--- src/rtl/ptw_pkg.sv ---
package ptw_pkg;

    localparam int LA_W    = 32;
    localparam int OFS_W   = 12;
    localparam int IDX_W   = 10;
    localparam int EC_W    = 3;
    localparam int ENT_SH  = 2;
    localparam int BIG_SH  = OFS_W + IDX_W;

    localparam int B_P  = 0;
    localparam int B_RW = 1;
    localparam int B_US = 2;
    localparam int B_A  = 5;
    localparam int B_D  = 6;
    localparam int B_PS = 7;

    localparam int EC_PROT = 0;
    localparam int EC_WR   = 1;
    localparam int EC_USR  = 2;

    typedef logic [LA_W-1:0] word_t;

    localparam word_t OFS_MASK = word_t'((64'd1 << OFS_W) - 64'd1);
    localparam word_t BIG_MASK = ~word_t'((64'd1 << BIG_SH) - 64'd1);
    localparam word_t MID_MASK = ~BIG_MASK & ~OFS_MASK;

    typedef enum logic [2:0] {
        S_IDLE,
        S_RD_DIR,
        S_CHK_DIR,
        S_WB_DIR,
        S_RD_TBL,
        S_CHK_TBL,
        S_WB_TBL,
        S_FIN
    } wstate_e;

    typedef struct packed {
        logic            fault;
        logic [EC_W-1:0] ecode;
        word_t           cr2;
        word_t           paddr;
        logic            wr;
        logic            big;
    } result_t;

    function automatic word_t small_frame(word_t ent, word_t a20);
        return ent & ~OFS_MASK & a20;
    endfunction

    function automatic word_t large_frame(word_t ent, word_t lin, word_t a20);
        return ((ent & BIG_MASK) | (lin & MID_MASK)) & a20;
    endfunction

    function automatic word_t touch(word_t ent, logic set_dirty);
        word_t v;
        v = ent;
        v[B_A] = 1'b1;
        if (set_dirty) v[B_D] = 1'b1;
        return v;
    endfunction

    function automatic result_t fault_res(word_t lin, logic usr, logic wr, logic prot);
        result_t r;
        r = '0;
        r.fault = 1'b1;
        r.ecode[EC_PROT] = prot;
        r.ecode[EC_WR]   = wr;
        r.ecode[EC_USR]  = usr;
        r.cr2 = lin;
        return r;
    endfunction

    function automatic result_t ok_res(word_t lin, word_t pa, logic wr, logic big);
        result_t r;
        r = '0;
        r.cr2   = lin;
        r.paddr = pa;
        r.wr    = wr;
        r.big   = big;
        return r;
    endfunction

endpackage

--- src/rtl/ptw_addr.sv ---
module ptw_addr
    import ptw_pkg::*;
(
    input  word_t             base,
    input  logic [IDX_W-1:0]  idx,
    input  word_t             a20,
    output word_t             eaddr
);
    word_t base_al;
    word_t offs;

    assign base_al = base & ~OFS_MASK;
    assign offs    = word_t'({idx, {ENT_SH{1'b0}}});
    assign eaddr   = (base_al + offs) & a20;
endmodule

--- src/rtl/ptw_rights.sv ---
module ptw_rights (
    input  logic eff_us,
    input  logic eff_rw,
    input  logic leaf_dirty,
    input  logic acc_write,
    input  logic acc_user,
    input  logic wp,
    output logic deny,
    output logic grant_w
);
    always_comb begin
        if (acc_user) begin
            deny    = !eff_us || (acc_write && !eff_rw);
            grant_w = leaf_dirty && eff_rw;
        end else begin
            deny    = wp && acc_write && !eff_rw;
            grant_w = leaf_dirty && (eff_rw || !wp);
        end
    end
endmodule

--- src/rtl/ptw_walker.sv ---
module ptw_walker
    import ptw_pkg::*;
(
    input  logic             clk,
    input  logic             rst,
    input  logic             req_valid,
    output logic             req_ready,
    input  logic [LA_W-1:0]  req_lin,
    input  logic             req_write,
    input  logic             req_user,
    input  logic             req_pg_en,
    input  logic [LA_W-1:0]  cr3,
    input  logic             cr0_wp,
    input  logic             cr4_pse,
    input  logic [LA_W-1:0]  a20_mask,
    output logic             mem_req,
    output logic             mem_we,
    output logic [LA_W-1:0]  mem_addr,
    output logic [LA_W-1:0]  mem_wdata,
    input  logic             mem_ack,
    input  logic [LA_W-1:0]  mem_rdata,
    output logic             done,
    output logic             res_fault,
    output logic [EC_W-1:0]  res_ecode,
    output logic [LA_W-1:0]  res_cr2,
    output logic [LA_W-1:0]  res_paddr,
    output logic             res_wr,
    output logic             res_big
);
    wstate_e st;
    word_t   lin_q, cr3_q, a20_q, pde_q, pte_q;
    logic    w_q, u_q, wp_q, pse_q;
    result_t res_q;

    word_t   dir_addr, tbl_addr;
    word_t   pde_upd, pte_upd;
    logic    is_big, leaf_sel;
    logic    eff_us, eff_rw, leaf_dirty;
    logic    deny, grant_w;

    ptw_addr u_dir_addr (
        .base  (cr3_q),
        .idx   (lin_q[LA_W-1:BIG_SH]),
        .a20   (a20_q),
        .eaddr (dir_addr)
    );

    ptw_addr u_tbl_addr (
        .base  (pde_q),
        .idx   (lin_q[BIG_SH-1:OFS_W]),
        .a20   (a20_q),
        .eaddr (tbl_addr)
    );

    assign is_big   = pde_q[B_PS] && pse_q;
    assign pde_upd  = touch(pde_q, is_big && w_q);
    assign pte_upd  = touch(pte_q, w_q);
    assign leaf_sel = (st == S_CHK_TBL);

    always_comb begin
        if (leaf_sel) begin
            eff_us     = pde_q[B_US] & pte_q[B_US];
            eff_rw     = pde_q[B_RW] & pte_q[B_RW];
            leaf_dirty = pte_upd[B_D];
        end else begin
            eff_us     = pde_q[B_US];
            eff_rw     = pde_q[B_RW];
            leaf_dirty = pde_upd[B_D];
        end
    end

    ptw_rights u_rights (
        .eff_us     (eff_us),
        .eff_rw     (eff_rw),
        .leaf_dirty (leaf_dirty),
        .acc_write  (w_q),
        .acc_user   (u_q),
        .wp         (wp_q),
        .deny       (deny),
        .grant_w    (grant_w)
    );

    always_ff @(posedge clk) begin
        if (rst) begin
            st    <= S_IDLE;
            lin_q <= '0;
            cr3_q <= '0;
            a20_q <= '0;
            pde_q <= '0;
            pte_q <= '0;
            w_q   <= 1'b0;
            u_q   <= 1'b0;
            wp_q  <= 1'b0;
            pse_q <= 1'b0;
            res_q <= '0;
        end else begin
            unique case (st)
                S_IDLE: begin
                    if (req_valid) begin
                        lin_q <= req_lin;
                        cr3_q <= cr3;
                        a20_q <= a20_mask;
                        w_q   <= req_write;
                        u_q   <= req_user;
                        wp_q  <= cr0_wp;
                        pse_q <= cr4_pse;
                        if (req_pg_en) begin
                            st <= S_RD_DIR;
                        end else begin
                            res_q <= ok_res(req_lin, small_frame(req_lin, a20_mask), 1'b1, 1'b0);
                            st    <= S_FIN;
                        end
                    end
                end
                S_RD_DIR: begin
                    if (mem_ack) begin
                        pde_q <= mem_rdata;
                        st    <= S_CHK_DIR;
                    end
                end
                S_CHK_DIR: begin
                    if (!pde_q[B_P]) begin
                        res_q <= fault_res(lin_q, u_q, w_q, 1'b0);
                        st    <= S_FIN;
                    end else if (is_big) begin
                        if (deny) begin
                            res_q <= fault_res(lin_q, u_q, w_q, 1'b1);
                            st    <= S_FIN;
                        end else begin
                            res_q <= ok_res(lin_q, large_frame(pde_q, lin_q, a20_q), grant_w, 1'b1);
                            st    <= (pde_upd != pde_q) ? S_WB_DIR : S_FIN;
                        end
                    end else begin
                        st <= pde_q[B_A] ? S_RD_TBL : S_WB_DIR;
                    end
                end
                S_WB_DIR: begin
                    if (mem_ack) st <= is_big ? S_FIN : S_RD_TBL;
                end
                S_RD_TBL: begin
                    if (mem_ack) begin
                        pte_q <= mem_rdata;
                        st    <= S_CHK_TBL;
                    end
                end
                S_CHK_TBL: begin
                    if (!pte_q[B_P]) begin
                        res_q <= fault_res(lin_q, u_q, w_q, 1'b0);
                        st    <= S_FIN;
                    end else if (deny) begin
                        res_q <= fault_res(lin_q, u_q, w_q, 1'b1);
                        st    <= S_FIN;
                    end else begin
                        res_q <= ok_res(lin_q, small_frame(pte_q, a20_q), grant_w, 1'b0);
                        st    <= (pte_upd != pte_q) ? S_WB_TBL : S_FIN;
                    end
                end
                S_WB_TBL: begin
                    if (mem_ack) st <= S_FIN;
                end
                S_FIN: begin
                    st <= S_IDLE;
                end
                default: st <= S_IDLE;
            endcase
        end
    end

    assign req_ready = (st == S_IDLE);
    assign done      = (st == S_FIN);
    assign mem_req   = (st == S_RD_DIR) || (st == S_WB_DIR) ||
                       (st == S_RD_TBL) || (st == S_WB_TBL);
    assign mem_we    = (st == S_WB_DIR) || (st == S_WB_TBL);
    assign mem_addr  = ((st == S_RD_DIR) || (st == S_WB_DIR)) ? dir_addr : tbl_addr;
    assign mem_wdata = (st == S_WB_DIR) ? pde_upd : pte_upd;

    assign res_fault = res_q.fault;
    assign res_ecode = res_q.ecode;
    assign res_cr2   = res_q.cr2;
    assign res_paddr = res_q.paddr;
    assign res_wr    = res_q.wr;
    assign res_big   = res_q.big;
endmodule

--- config.mk ---
export PLATFORM = sky130hd
export DESIGN_NAME = ptw_walker
export DESIGN_NICKNAME = d
export VERILOG_FILES = /design/src/rtl/ptw_pkg.sv /design/src/rtl/ptw_addr.sv /design/src/rtl/ptw_rights.sv /design/src/rtl/ptw_walker.sv
export SDC_FILE = /design/constraint.sdc
export NUM_CORES = 1
export LEC_CHECK = 0
export BUFFER_PORTS_ARGS = -buffer_cell sky130_fd_sc_hd__clkbuf_2
export CORE_MARGIN = 10
export CORE_UTILIZATION = 57
export CTS_CLUSTER_DIAMETER = 120
export DETAILED_ROUTE_END_ITERATION = 10
export PLACE_DENSITY = 0.95
export SLEW_MARGIN = 20
export SYNTH_ARGS = -nofsm -noshare
export SYNTH_HDL_FRONTEND = slang
export SYNTH_HIERARCHICAL = 1
export SYNTH_SLANG_ARGS = --single-unit
export TNS_END_PERCENT = 5
--- constraint.sdc ---
create_clock -name clk -period 4.55 [get_ports clk]
set_clock_uncertainty 0.1 [all_clocks]
set_input_delay 0.455 -clock clk [delete_from_list [all_inputs] [get_ports clk]]
set_output_delay 0.455 -clock clk [all_outputs]
set_load 0.01 [all_outputs]
# Word level (Yosys, flattened, before mapping)
# Cells that the tools add are included.
# totals
register_bits	237
inputBits	137
out_inout_bits	138
wordCells	98
# classes
addsub	2
n_eq_ne	16
muxes	33
n_bitwise	8
reduce_logical	23
# ops
operator	n
two-way mux 70 bit	7
case mux 70 bit (3 select lines)	1
AND 32 bit	5
adder 32 x 12 -> 32 bit	2
two-way mux 32 bit	2
two-way mux 3 bit	11
bitwise OR 32 x 22 -> 32 bit	1
case mux 3 bit (8 select lines)	1
equality test 3 bit, second input constant	4
inequality test 2 bit, second input constant	6
two-way mux 1 bit	10
logical AND 1 bit	7
equality test 3 x 2 -> 1 bit, second input constant	2
logical OR 1 bit	6
AND reduction 2 bit	3
AND reduction 5 bit	1
inequality test 2 bit	2
AND reduction 4 bit	1
equality test 3 x 1 -> 1 bit, second input constant	1
zero test 1 bit	3
zero test 3 bit	1
inequality test 3 bit, second input constant	1
nonzero test 3 bit	1
AND 1 bit	2
two-way mux 2 bit	1

# Depth between registers and ports, before layout
# Gate-level depths: netlist of the first run.
# logic_depth
ltp_word	10
ltp_mapped	10

# Hierarchy
# Netlist of the first run, hierarchy kept.
# by_module_without_submodules
mod	n_inst	cells_each	area_per_inst_um2	seq_area_each_um2
ptw_walker	1	1246	9843.2	4504.3
ptw_addr	2	33	206.4	0.0
ptw_rights	1	5	35.0	0.0

# Worst setup path before layout of the first run
# Ideal clock, no wire load.
# synth_path
path_kind	register to register
from	register st[0]
to	register res_q (netlist bit res_paddr[30])
setup_time_ps	136
t_arrival_ps	2195
required_ps	4314
setup_slack_ps	2120
stages_incl_launch_ff	11
n_path_buf	3
cell_sequence	dfxtp_1 -> buf_2 -> nand3b_1 -> clkbuf_1 -> o21a_1 -> o32ai_2 -> nand2b_1 -> nor2_1 -> buf_2 -> a221oi_1 -> o32ai_1
# synth_between
elab_chain_len	10
# synth_lines
element	line_no	rtl
start, declared	ptw_walker.sv:30	wstate_e st;
start signal, assigned	ptw_walker.sv:131	st <= (pde_upd != pde_q) ? S_WB_DIR : S_FIN;
start signal, assigned	ptw_walker.sv:134	st <= pde_q[B_A] ? S_RD_TBL : S_WB_DIR;
start signal, assigned	ptw_walker.sv:138	if (mem_ack) st <= is_big ? S_FIN : S_RD_TBL;
equality test 3 bit (*)	ptw_walker.sv:58	assign leaf_sel = (st == S_CHK_TBL);
two-way mux 1 bit (*)	ptw_walker.sv:61	if (leaf_sel) begin
via eff_rw	ptw_walker.sv:38	logic eff_us, eff_rw, leaf_dirty;
zero test 1 bit (*)	ptw_rights.sv:13, ptw_rights.sv:16	
logical AND 1 bit	ptw_rights.sv:13	deny = !eff_us || (acc_write && !eff_rw);
logical OR 1 bit	ptw_rights.sv:13	
two-way mux 1 bit (*)	ptw_rights.sv:12	if (acc_user) begin
via deny	ptw_walker.sv:39	logic deny, grant_w;
two-way mux 70 bit	ptw_walker.sv:126	if (deny) begin
two-way mux 70 bit	ptw_walker.sv:125	end else if (is_big) begin
two-way mux 70 bit	ptw_walker.sv:122	if (!pde_q[B_P]) begin
case mux 70 bit (3 select lines) (*)	ptw_walker.sv:97	unique case (st)
end signal, assigned	ptw_walker.sv:123	res_q <= fault_res(lin_q, u_q, w_q, 1'b0);
end signal, assigned	ptw_walker.sv:127	res_q <= fault_res(lin_q, u_q, w_q, 1'b1);
end signal, assigned	ptw_walker.sv:130	res_q <= ok_res(lin_q, large_frame(pde_q, lin_q, a20_q), grant_w, 1'b1);
end, declared	ptw_walker.sv:33	result_t res_q;
# The timed path passes the listed nets; every way through them passes the cells marked *. The select of a mux whose other input is x is not followed.
# A chain may end at the register's enable or synchronous reset.

# Final worst setup path of the first run
# layout_path
from	register st[1]
to	output port mem_wdata[31]
# layout_between
elab_chain_len	2
# layout_lines
element	line_no	rtl
equality test 3 x 2 -> 1 bit	ptw_walker.sv:175	assign mem_wdata = (st == S_WB_DIR) ? pde_upd : pte_upd;
two-way mux 32 bit	ptw_walker.sv:175	
end, declared	ptw_walker.sv:19	output logic [LA_W-1:0] mem_wdata,
# Every way passes these cells.

==> results of run 1 <==
==> placed cells by master, fill, tap and decap left out, drive strengths merged, types with 2 or more instances in the layout <==
cell type	n
a21oi	182
o22ai	2
inv	8
o221ai	3
dfxtp	211
nand2b	6
nor3	60
mux2	62
o21a	5
clkbuf	277
nand3b	3
a311oi	33
nand3	8
nand2	409
a221oi	21
o21ai	7
clkinv	6
o32ai	21
nor2b	3
xor2	2
buf	15
conb	17
and2	62
nor2	9
==> tightest hold or removal path, delay by kind of cell <==
family | cells | cell delay [ns]
AO/OA/AOI/OAI | 1 | 0.05
buffers and inverters | 1 | 0.08
AND/OR/NAND/NOR | 1 | 0.04
==> sequential cells by signal, indices dropped and copies added, names as in the netlist <==
signal and cells:
a20_q 30, cr3_q 20, lin_q 32, pde_q 32
pse_q 1, pte_q 32, res_big 1, res_cr2 32
res_ecode 3, res_fault 1, res_paddr 20, res_wr 1
st 3, u_q 1, w_q 1, wp_q 1
==> worst max path at each step <==
stage                            start                    endpoint  slack [ns]  cells past startpoint
finish              st[1]$_SDFFE_PP0P_               mem_wdata[31]        0.70                      3
global route        st[1]$_SDFFE_PP0P_               mem_wdata[31]        0.53                      3
CTS                 st[1]$_SDFFE_PP0P_               mem_wdata[31]        0.72                      3
detailed placement  st[1]$_SDFFE_PP0P_               mem_wdata[31]        1.24                      3
global placement    st[1]$_SDFFE_PP0P_               mem_wdata[22]        1.29                      3
floorplan           st[0]$_SDFFE_PP0P_  res_paddr[30]$_SDFFE_PP0P_        2.12                     10
==> area by class of cell <==
class                      count  share of cell area, %
timing repair buffer         259                   11.5
inverter                       8                  0.257
multi-input combinational    930                   43.5
clock inverter                 7                  0.547
sequential                   211                   36.2
clock buffer                  33                   5.60
tap                          220                   2.36
==> per-stage QoR <==
| step | utilization, % | area, um^2 | hold slack (ns) | total power [W] |
|---|---|---|---|---|
| after floorplan | - | 9880 | 0.332 | 0.00448 |
| after global placement | 65.3 | 10900 | 0.337 | 0.00528 |
| after detailed placement | 65.3 | 10900 | 0.342 | 0.00536 |
| after CTS | 69.6 | 11700 | 0.0667 | 0.00713 |
| after global routing | 69.6 | 11700 | 0.0625 | 0.00755 |
| final | 69.6 | 11700 | 0.0769 | 0.00716 |
==> layer usage <==
layer | GRT usage (%) | vias to the layer above
met2 | 43.2 | 583
met3 | 5.70 | 80
met4 | 10.4 | 0
li1 | - | 4626
met1 | 35.1 | 4623
met5 | 0 | -
==> report_power, final <==
part	switching, W	total, W	leakage (nW)	internal, W
Clock	0.000734	0.00179	0.357	0.00105
Combinational	0.00176	0.00268	2.81	0.000918
Sequential	0.000404	0.00270	1.72	0.00229
==> results.py, run 1 <==
metrics = {
    "drt": {
        "final_antenna_net_count": 0,
        "top_layer": "met4",
        "route.detailed.drc": 0,
        "vias": 9912,
        "wl_met1_mm": 13.0,
        "viasPerCell": 5.94,
        "wl_met3_mm": 3.43,
        "wl_met2_mm": 15.1,
        "drt-wirelength-per-cell_um": 19.7,
        "firstDrtPassIters": 5,
        "wirelength_mm": 32.8,
        "drt_iter0_drc": 1136,
    },
    "clock_tree": {
        "clockBufferDepth": 3,
        "cts_tree": "yes",
        "path_clk_slew_ns": 0.06,
        "clock_sinks": 211,
        "cts_setup_buffers": 0,
        "ctsResizeCount": 0,
        "htreeDepth": 1,
        "numCtsBuffers": 23,
        "insertion_delay_ns": 0.50,
        "cts-root-buf": "clkbuf_16",
        "hold_buffers": 0,
    },
    "critical_path": {
        "crit_fanout": 31,
        "cp_slowest_stage_delay_ns": 1.01,
        "reg2reg_to": "res_paddr[17]$_SDFFE_PP0P_",
        "end_kind": "output pin",
        "critPathArrivalTime_ns": 3.29,
        "r2r_cells": 9,
        "critical_path_class": "reg2out",
        "critical_path_required_ns": 3.99,
        "critical_path.top_delay_family": "simple AND/OR/NAND/NOR gates",
        "worstPathCellList": "nand3_2 -> mux2_1 -> clkbuf_2",
        "ff2ff_setup_slack_ns": 1.45,
        "cp_slowest_cell": "nand3_2",
        "reg2reg_from": "st[2]$_SDFFE_PP0P_",
        "worst-path-buf-inv": 1,
        "startpoint_type": "flip-flop",
    },
    "timing": {
        "rsz0062_at_grt": "no",
        "tightest_slew_ns": 1.12,
        "finalMaxSlewViolations": 0,
        "timing.final.crit_share_pct": 84.6,
        "hold_viol_final": 0,
        "fin_tns_setup_ns": 0,
        "timing.fmax_ghz": 0.260,
        "period_minus_slack_ns": 3.85,
        "setup_viol": 0,
        "setup_ws_ns": 0.700,
        "slew_headroom_pct": 25.3,
    },
    "hold_path": {
        "hold_path.class": "in2reg",
        "hold_path_end": "a20_q[4]$_SDFFE_PP0P_",
        "worstHoldStart": "a20_mask[4]",
        "hold_depth": 3,
    },
    "synth": {
        "yosys_warnings": 6,
        "syn_area_um2": 9830,
        "syn_avg_cell_area_um2": 7.81,
        "netlist_instances": 1259,
    },
    "final_layout": {
        "final_layout_size_suffix_gt1_share_pct": 21.6,
        "antennaDiodeCount": 0,
        "nets": 1571,
        "syn_to_final_growth_pct": 18.7,
        "fin_cells": 1668,
        "regArea_um2": 4220,
        "multi_input_area_um2": 5080,
        "fillers": 1359,
    },
    "grt": {
        "grt_antenna_before_repair": 0,
        "grt_pass1_vias": 9380,
        "grt_pass1_wl_mm": 50.4,
        "overflow": 0,
        "grt_usage_pct": 27.1,
        "grt_max_degree": 108,
    },
    "place": {
        "gp_congestion": 0.912,
        "dp_hpwl_mm": 22.3,
        "dp_cells": 1628,
        "io_buffers": 245,
        "dp_slack_ns": 1.24,
    },
    "power": {
        "peakVddDrop_uv": 928,
        "leakagePower_nw": 4.88,
        "p_per_area_nw_per_um2": 614,
    },
    "floorplanning": {
        "start_util_pct": 58.6,
        "fp-row-count": 47,
        "die_h_um": 151,
        "die_area_um2": 22900,
        "ios": 275,
        "die_w_um": 151,
        "core_area_um2": 16800,
    },
    "job": {
        "max_cap_violations": 0,
    },
    "run_status": {
        "status": "finished clean",
    },
}
Power figures use the tool's default switching activity.
==> run 2: changes to the inputs <==
--- a/config.mk
+++ b/config.mk
@@ -5,12 +5,13 @@
 export SDC_FILE = /design/constraint.sdc
 export NUM_CORES = 1
 export LEC_CHECK = 0
+export ABC_AREA = 1
 export BUFFER_PORTS_ARGS = -buffer_cell sky130_fd_sc_hd__clkbuf_2
 export CORE_MARGIN = 10
-export CORE_UTILIZATION = 57
+export CORE_UTILIZATION = 49
 export CTS_CLUSTER_DIAMETER = 120
 export DETAILED_ROUTE_END_ITERATION = 10
-export PLACE_DENSITY = 0.95
+export PLACE_DENSITY = 0.88
 export SLEW_MARGIN = 20
 export SYNTH_ARGS = -nofsm -noshare
 export SYNTH_HDL_FRONTEND = slang
==> constraint.sdc (replaced) <==
create_clock -name clk -period 3.2 [get_ports clk]
set_clock_uncertainty 0.1 [all_clocks]
set_input_delay 0.32 -clock clk [delete_from_list [all_inputs] [get_ports clk]]
set_output_delay 0.32 -clock clk [all_outputs]
set_load 0.01 [all_outputs]
==> results.py, run 2 <==
metrics = {
    "grt": {
        "grt_usage_pct": 25.3,
        "overflow": 0,
        "grt_max_degree": 75,
        "grt_pass1_vias": 10800,
        "grt_pass1_wl_mm": 58.2,
        "grt_antenna_before_repair": 3,
    },
    "floorplanning": {
        "fp-row-count": 53,
        "die_w_um": 166,
        "die_area_um2": 27500,
        "die_h_um": 166,
        "start_util_pct": 49.6,
        "ios": 275,
        "core_area_um2": 21000,
    },
    "final_layout": {
        "regArea_um2": 4220,
        "nets": 1951,
        "multi_input_area_um2": 5020,
        "layout_common_cells": "331 x nand2_1, 245 x clkbuf_2, 211 x dfxtp_1",
        "final_layout_size_suffix_gt1_share_pct": 19.9,
        "syn_to_final_growth_pct": 27.0,
        "fillers": 1855,
        "final_common_cell": "nand2_1",
        "final_util_pct": 63.1,
    },
    "clock_tree": {
        "ctsResizeCount": 0,
        "htreeDepth": 1,
        "hold_buffers": 81,
        "cts_tree": "yes",
        "cts_setup_buffers": 0,
        "path_clk_slew_ns": 0.06,
        "cts-root-buf": "clkbuf_16",
        "insertion_delay_ns": 0.52,
        "clock_sinks": 211,
        "clockBufferDepth": 3,
        "numCtsBuffers": 24,
    },
    "drt": {
        "firstDrtPassIters": 6,
        "drt-wirelength-per-cell_um": 17.5,
        "final_antenna_net_count": 0,
        "wirelength_mm": 36.9,
        "viasPerCell": 5.41,
        "drt_iter0_drc": 1165,
        "vias": 11400,
        "route.detailed.drc": 0,
    },
    "timing": {
        "timing.fmax_ghz": 0.338,
        "setup_ws_ns": 0.244,
        "finalMaxSlewViolations": 0,
        "fin_tns_setup_ns": 0,
        "tightest_slew_ns": 0.821,
        "timing.final.crit_share_pct": 92.4,
        "rsz0062_at_grt": "no",
        "slew_headroom_pct": 45.3,
        "period_minus_slack_ns": 2.96,
        "setup_viol": 0,
        "hold_viol_final": 0,
    },
    "critical_path": {
        "critical_path_class": "reg2out",
        "ff2ff_setup_slack_ns": 0.52,
        "crit_fanout": 22,
        "end_kind": "output pin",
        "startpoint_type": "flip-flop",
        "critPathArrivalTime_ns": 2.54,
        "critical_path_required_ns": 2.78,
    },
    "synth": {
        "yosys_warnings": 6,
        "syn_avg_cell_area_um2": 6.71,
        "netlist_instances": 1555,
        "syn_area_um2": 10400,
    },
    "power": {
        "p_comb_share_pct": 43.3,
        "seq_power_share_pct": 33.3,
        "peakVddDrop_uv": 635,
        "leakagePower_nw": 6.26,
        "p_per_area_nw_per_um2": 902,
        "power.net_switching_w": 0.00520,
        "p_int_w": 0.00676,
        "power.share.clock_pct": 23.5,
        "p_sw_share_pct": 43.5,
    },
    "run_status": {
        "status": "finished clean",
    },
    "place": {
        "dp_slack_ns": 0.562,
        "io_buffers": 245,
        "gp_congestion": 0.929,
        "dp_hpwl_mm": 25.2,
    },
    "job": {
        "max_cap_violations": 0,
    },
    "hold_path": {
        "hold_path.class": "in2reg",
    },
}
## run 2: power groups by stage
stage / logic [W] / registers [W] / clock network (W)
2_1_floorplan: 0.00349 / 0.00399 / 0
3_3_place_gp: 0.00493 / 0.00398 / 0
3_5_place_dp: 0.00502 / 0.00402 / 0
4_1_cts: 0.00513 / 0.00396 / 0.00284
5_1_grt: 0.00575 / 0.00407 / 0.00295
6_report: 0.00518 / 0.00398 / 0.00280
## run 2: final timing paths
check | from | end | cells past startpoint
worst max register to register | st[2]$_SDFFE_PP0P_ | res_ecode[0]$_SDFFE_PP0P_ | 9
worst max-delay path | st[0]$_SDFFE_PP0P_ | mem_wdata[31] | 6
worst min register to register | pte_q[7]$_SDFFE_PP0P_ | pte_q[7]$_SDFFE_PP0P_ | 2
worst min-delay path | a20_mask[19] | a20_q[19]$_SDFFE_PP0P_ | 3
## run 2: final cells by class
class,count,area share [%]
well taps,275,2.60
inverters,161,4.58
diodes,2,0.0378
clock inverters,10,0.802
clock buffers,34,5.28
repair buffers,349,17.0
multi-input cells,1066,37.9
flip-flops and latches,211,31.9
## run 2: per-stage QoR
stage	power, W	hold slack (ns)	instances	area (um^2)
floorplan	0.00747	0.325	1568	10500
global placement	0.00891	0.331	1981	11600
detailed placement	0.00904	0.336	1981	11600
CTS	0.0119	0.00240	2106	13300
global route	0.0128	0.0124	2107	13300
finish	0.0120	0.0144	2108	13300
## run 2: worst max-delay path: stages (launching register included)
cell and delay (ns):
dfxtp_1 0.60, nand2_1 0.23, nor2_4 0.43, buf_4 0.33, nand2_1 0.07, o21ai_0 0.14
clkbuf_2 0.21
## run 2: metal layers
layer	track usage, %	vias to the layer above	part of all wire (%)
met3	5.54	111	9.3
met1	31.3	5225	39
met4	9.32	2	3.9
met5	0	-	0.027
li1	-	5483	-
met2	42.0	589	47
==> run 3: changes to the inputs <==
--- a/config.mk
+++ b/config.mk
@@ -7,11 +7,10 @@
 export LEC_CHECK = 0
 export ABC_AREA = 1
 export BUFFER_PORTS_ARGS = -buffer_cell sky130_fd_sc_hd__clkbuf_2
-export CORE_MARGIN = 10
 export CORE_UTILIZATION = 49
 export CTS_CLUSTER_DIAMETER = 120
 export DETAILED_ROUTE_END_ITERATION = 10
-export PLACE_DENSITY = 0.88
+export PLACE_DENSITY = 0.79
 export SLEW_MARGIN = 20
 export SYNTH_ARGS = -nofsm -noshare
 export SYNTH_HDL_FRONTEND = slang
==> results.py, run 3 (synthesized netlist as in run 2, its figures left out) <==
metrics = {
    "run_status": {
        "status": "finished clean",
    },
    "power": {
        "p_per_area_nw_per_um2": 895,
        "leakagePower_nw": 6.17,
        "peakVddDrop_uv": 627,
    },
    "critical_path": {
        "startpoint_type": "flip-flop",
        "cp_slowest_cell": "dfxtp_1",
        "worstPathCellList": "nand2_1 -> nor2_4 -> buf_4 -> nand2_1 -> o21ai_0 -> clkbuf_2",
        "r2r_cells": 11,
        "crit_path_frequent_cell": "nand2_1",
        "cp_slowest_stage_delay_ns": 0.61,
        "critPathArrivalTime_ns": 2.63,
        "end_kind": "output pin",
        "critical_path_class": "reg2out",
        "crit_fanout": 18,
        "critical_path_required_ns": 2.78,
    },
    "final_layout": {
        "nets": 1941,
        "final_common_cell": "nand2_1",
        "final_layout_size_suffix_gt1_share_pct": 19.7,
        "syn_to_final_growth_pct": 25.2,
        "antennaDiodeCount": 0,
        "layout_common_cells": "331 x nand2_1, 245 x clkbuf_2, 211 x dfxtp_1",
    },
    "clock_tree": {
        "cts-root-buf": "clkbuf_16",
        "cts_tree": "yes",
        "numCtsBuffers": 23,
        "clockBufferDepth": 3,
        "cts_setup_buffers": 0,
        "htreeDepth": 1,
        "ctsResizeCount": 0,
        "path_clk_slew_ns": 0.06,
        "insertion_delay_ns": 0.50,
        "clock_sinks": 211,
    },
    "drt": {
        "firstDrtPassIters": 6,
        "vias": 11300,
        "drt_iter0_drc": 909,
        "final_antenna_net_count": 0,
        "wirelength_mm": 34.6,
        "drt-wirelength-per-cell_um": 16.5,
        "viasPerCell": 5.39,
        "route.detailed.drc": 0,
    },
    "timing": {
        "hold_viol_final": 0,
        "holdWs_ns": 0.00452,
        "finalMaxSlewViolations": 0,
        "period_minus_slack_ns": 3.05,
        "fin_tns_setup_ns": 0,
        "rsz0062_at_grt": "no",
        "tightest_slew_ns": 0.832,
        "setup_viol": 0,
        "timing.final.crit_share_pct": 95.2,
        "slew_headroom_pct": 44.5,
        "timing.fmax_ghz": 0.328,
    },
    "floorplanning": {
        "core_area_um2": 21000,
        "fp-row-count": 53,
        "die_h_um": 148,
        "die_w_um": 148,
        "start_util_pct": 49.8,
        "die_area_um2": 21900,
        "ios": 275,
    },
    "grt": {
        "grt_usage_pct": 30.8,
        "grt_pass1_wl_mm": 53.9,
        "overflow": 0,
        "grt_max_degree": 74,
        "grt_pass1_vias": 10300,
        "grt_antenna_before_repair": 0,
    },
    "place": {
        "gp_congestion": 0.896,
        "dp_hpwl_mm": 22.5,
        "io_buffers": 245,
    },
    "job": {
        "max_cap_violations": 0,
    },
    "hold_path": {
        "hold_path.class": "in2reg",
        "hold_depth": 3,
    },
}
[run 3: cell count changes in the layout (fill, tap and decap cells not counted), moves of 2 or more]
cell / delta
clkbuf_16: -2
diode_2: -2
dlygate4sd3_1: -11
clkinv_2: -4
clkbuf_1: +4
[run 3: worst paths after layout]
check | from | end | slack [ns]
setup reg to reg | st[2]$_SDFFE_PP0P_ | res_paddr[19]$_SDFFE_PP0P_ | 0.42
setup / recovery | st[1]$_SDFFE_PP0P_ | mem_wdata[17] | 0.15
hold / removal | mem_rdata[22] | pde_q[22]$_SDFFE_PP0P_ | 0.005
hold reg to reg | pte_q[11]$_SDFFE_PP0P_ | pte_q[11]$_SDFFE_PP0P_ | 0.34
[run 3: routing by layer]
metal	share of wire (%)	wire length [um]	GRT usage (%)
met1	41	14200	39.7
met2	47	16100	51.6
met3	8.6	2980	4.72
met4	3.8	1320	12.1
met5	0	0	0
[run 3: power breakdown]
group          internal (W)  switching [W]
Combinational       0.00167        0.00347
Sequential          0.00341       0.000580
Clock               0.00152        0.00106
[run 3: critical path, delay by kind of cell, from the launching register on]
family | cells | cell delay (ns)
buffers and inverters | 2 | 0.50
and+or+nand+nor | 3 | 0.87
AOI/OAI and AO/OA | 1 | 0.14
DFF | 1 | 0.61
[run 3: layout make-up]
type                       instances  area, um^2
timing repair buffer             339        2140
sequential                       211        4220
inverter                         161         607
multi-input combinational       1067        5030
fill                            1930        7890
clock inverter                     3        40.0
clock buffer                      37         678
tap                              275         344
[run 3: through the flow]
stage          cells  setup WS [ns]  total power [W]  utilization [%]  instance area (um^2)
2_1_floorplan   1568          0.793          0.00747                -                 10500
3_3_place_gp    1982          0.591          0.00889             55.6                 11600
3_5_place_dp    1982          0.556          0.00900             55.6                 11600
4_1_cts         2092          0.212           0.0116             62.3                 13100
5_1_grt         2093         0.0227           0.0125             62.4                 13100
6_report        2093          0.153           0.0117             62.4                 13100
[run 3: repair_timing]
action	4_1_cts	5_1_grt
hold buffers	70	0
endpoints found under the hold margin	70	0
setup endpoints to repair	0	1
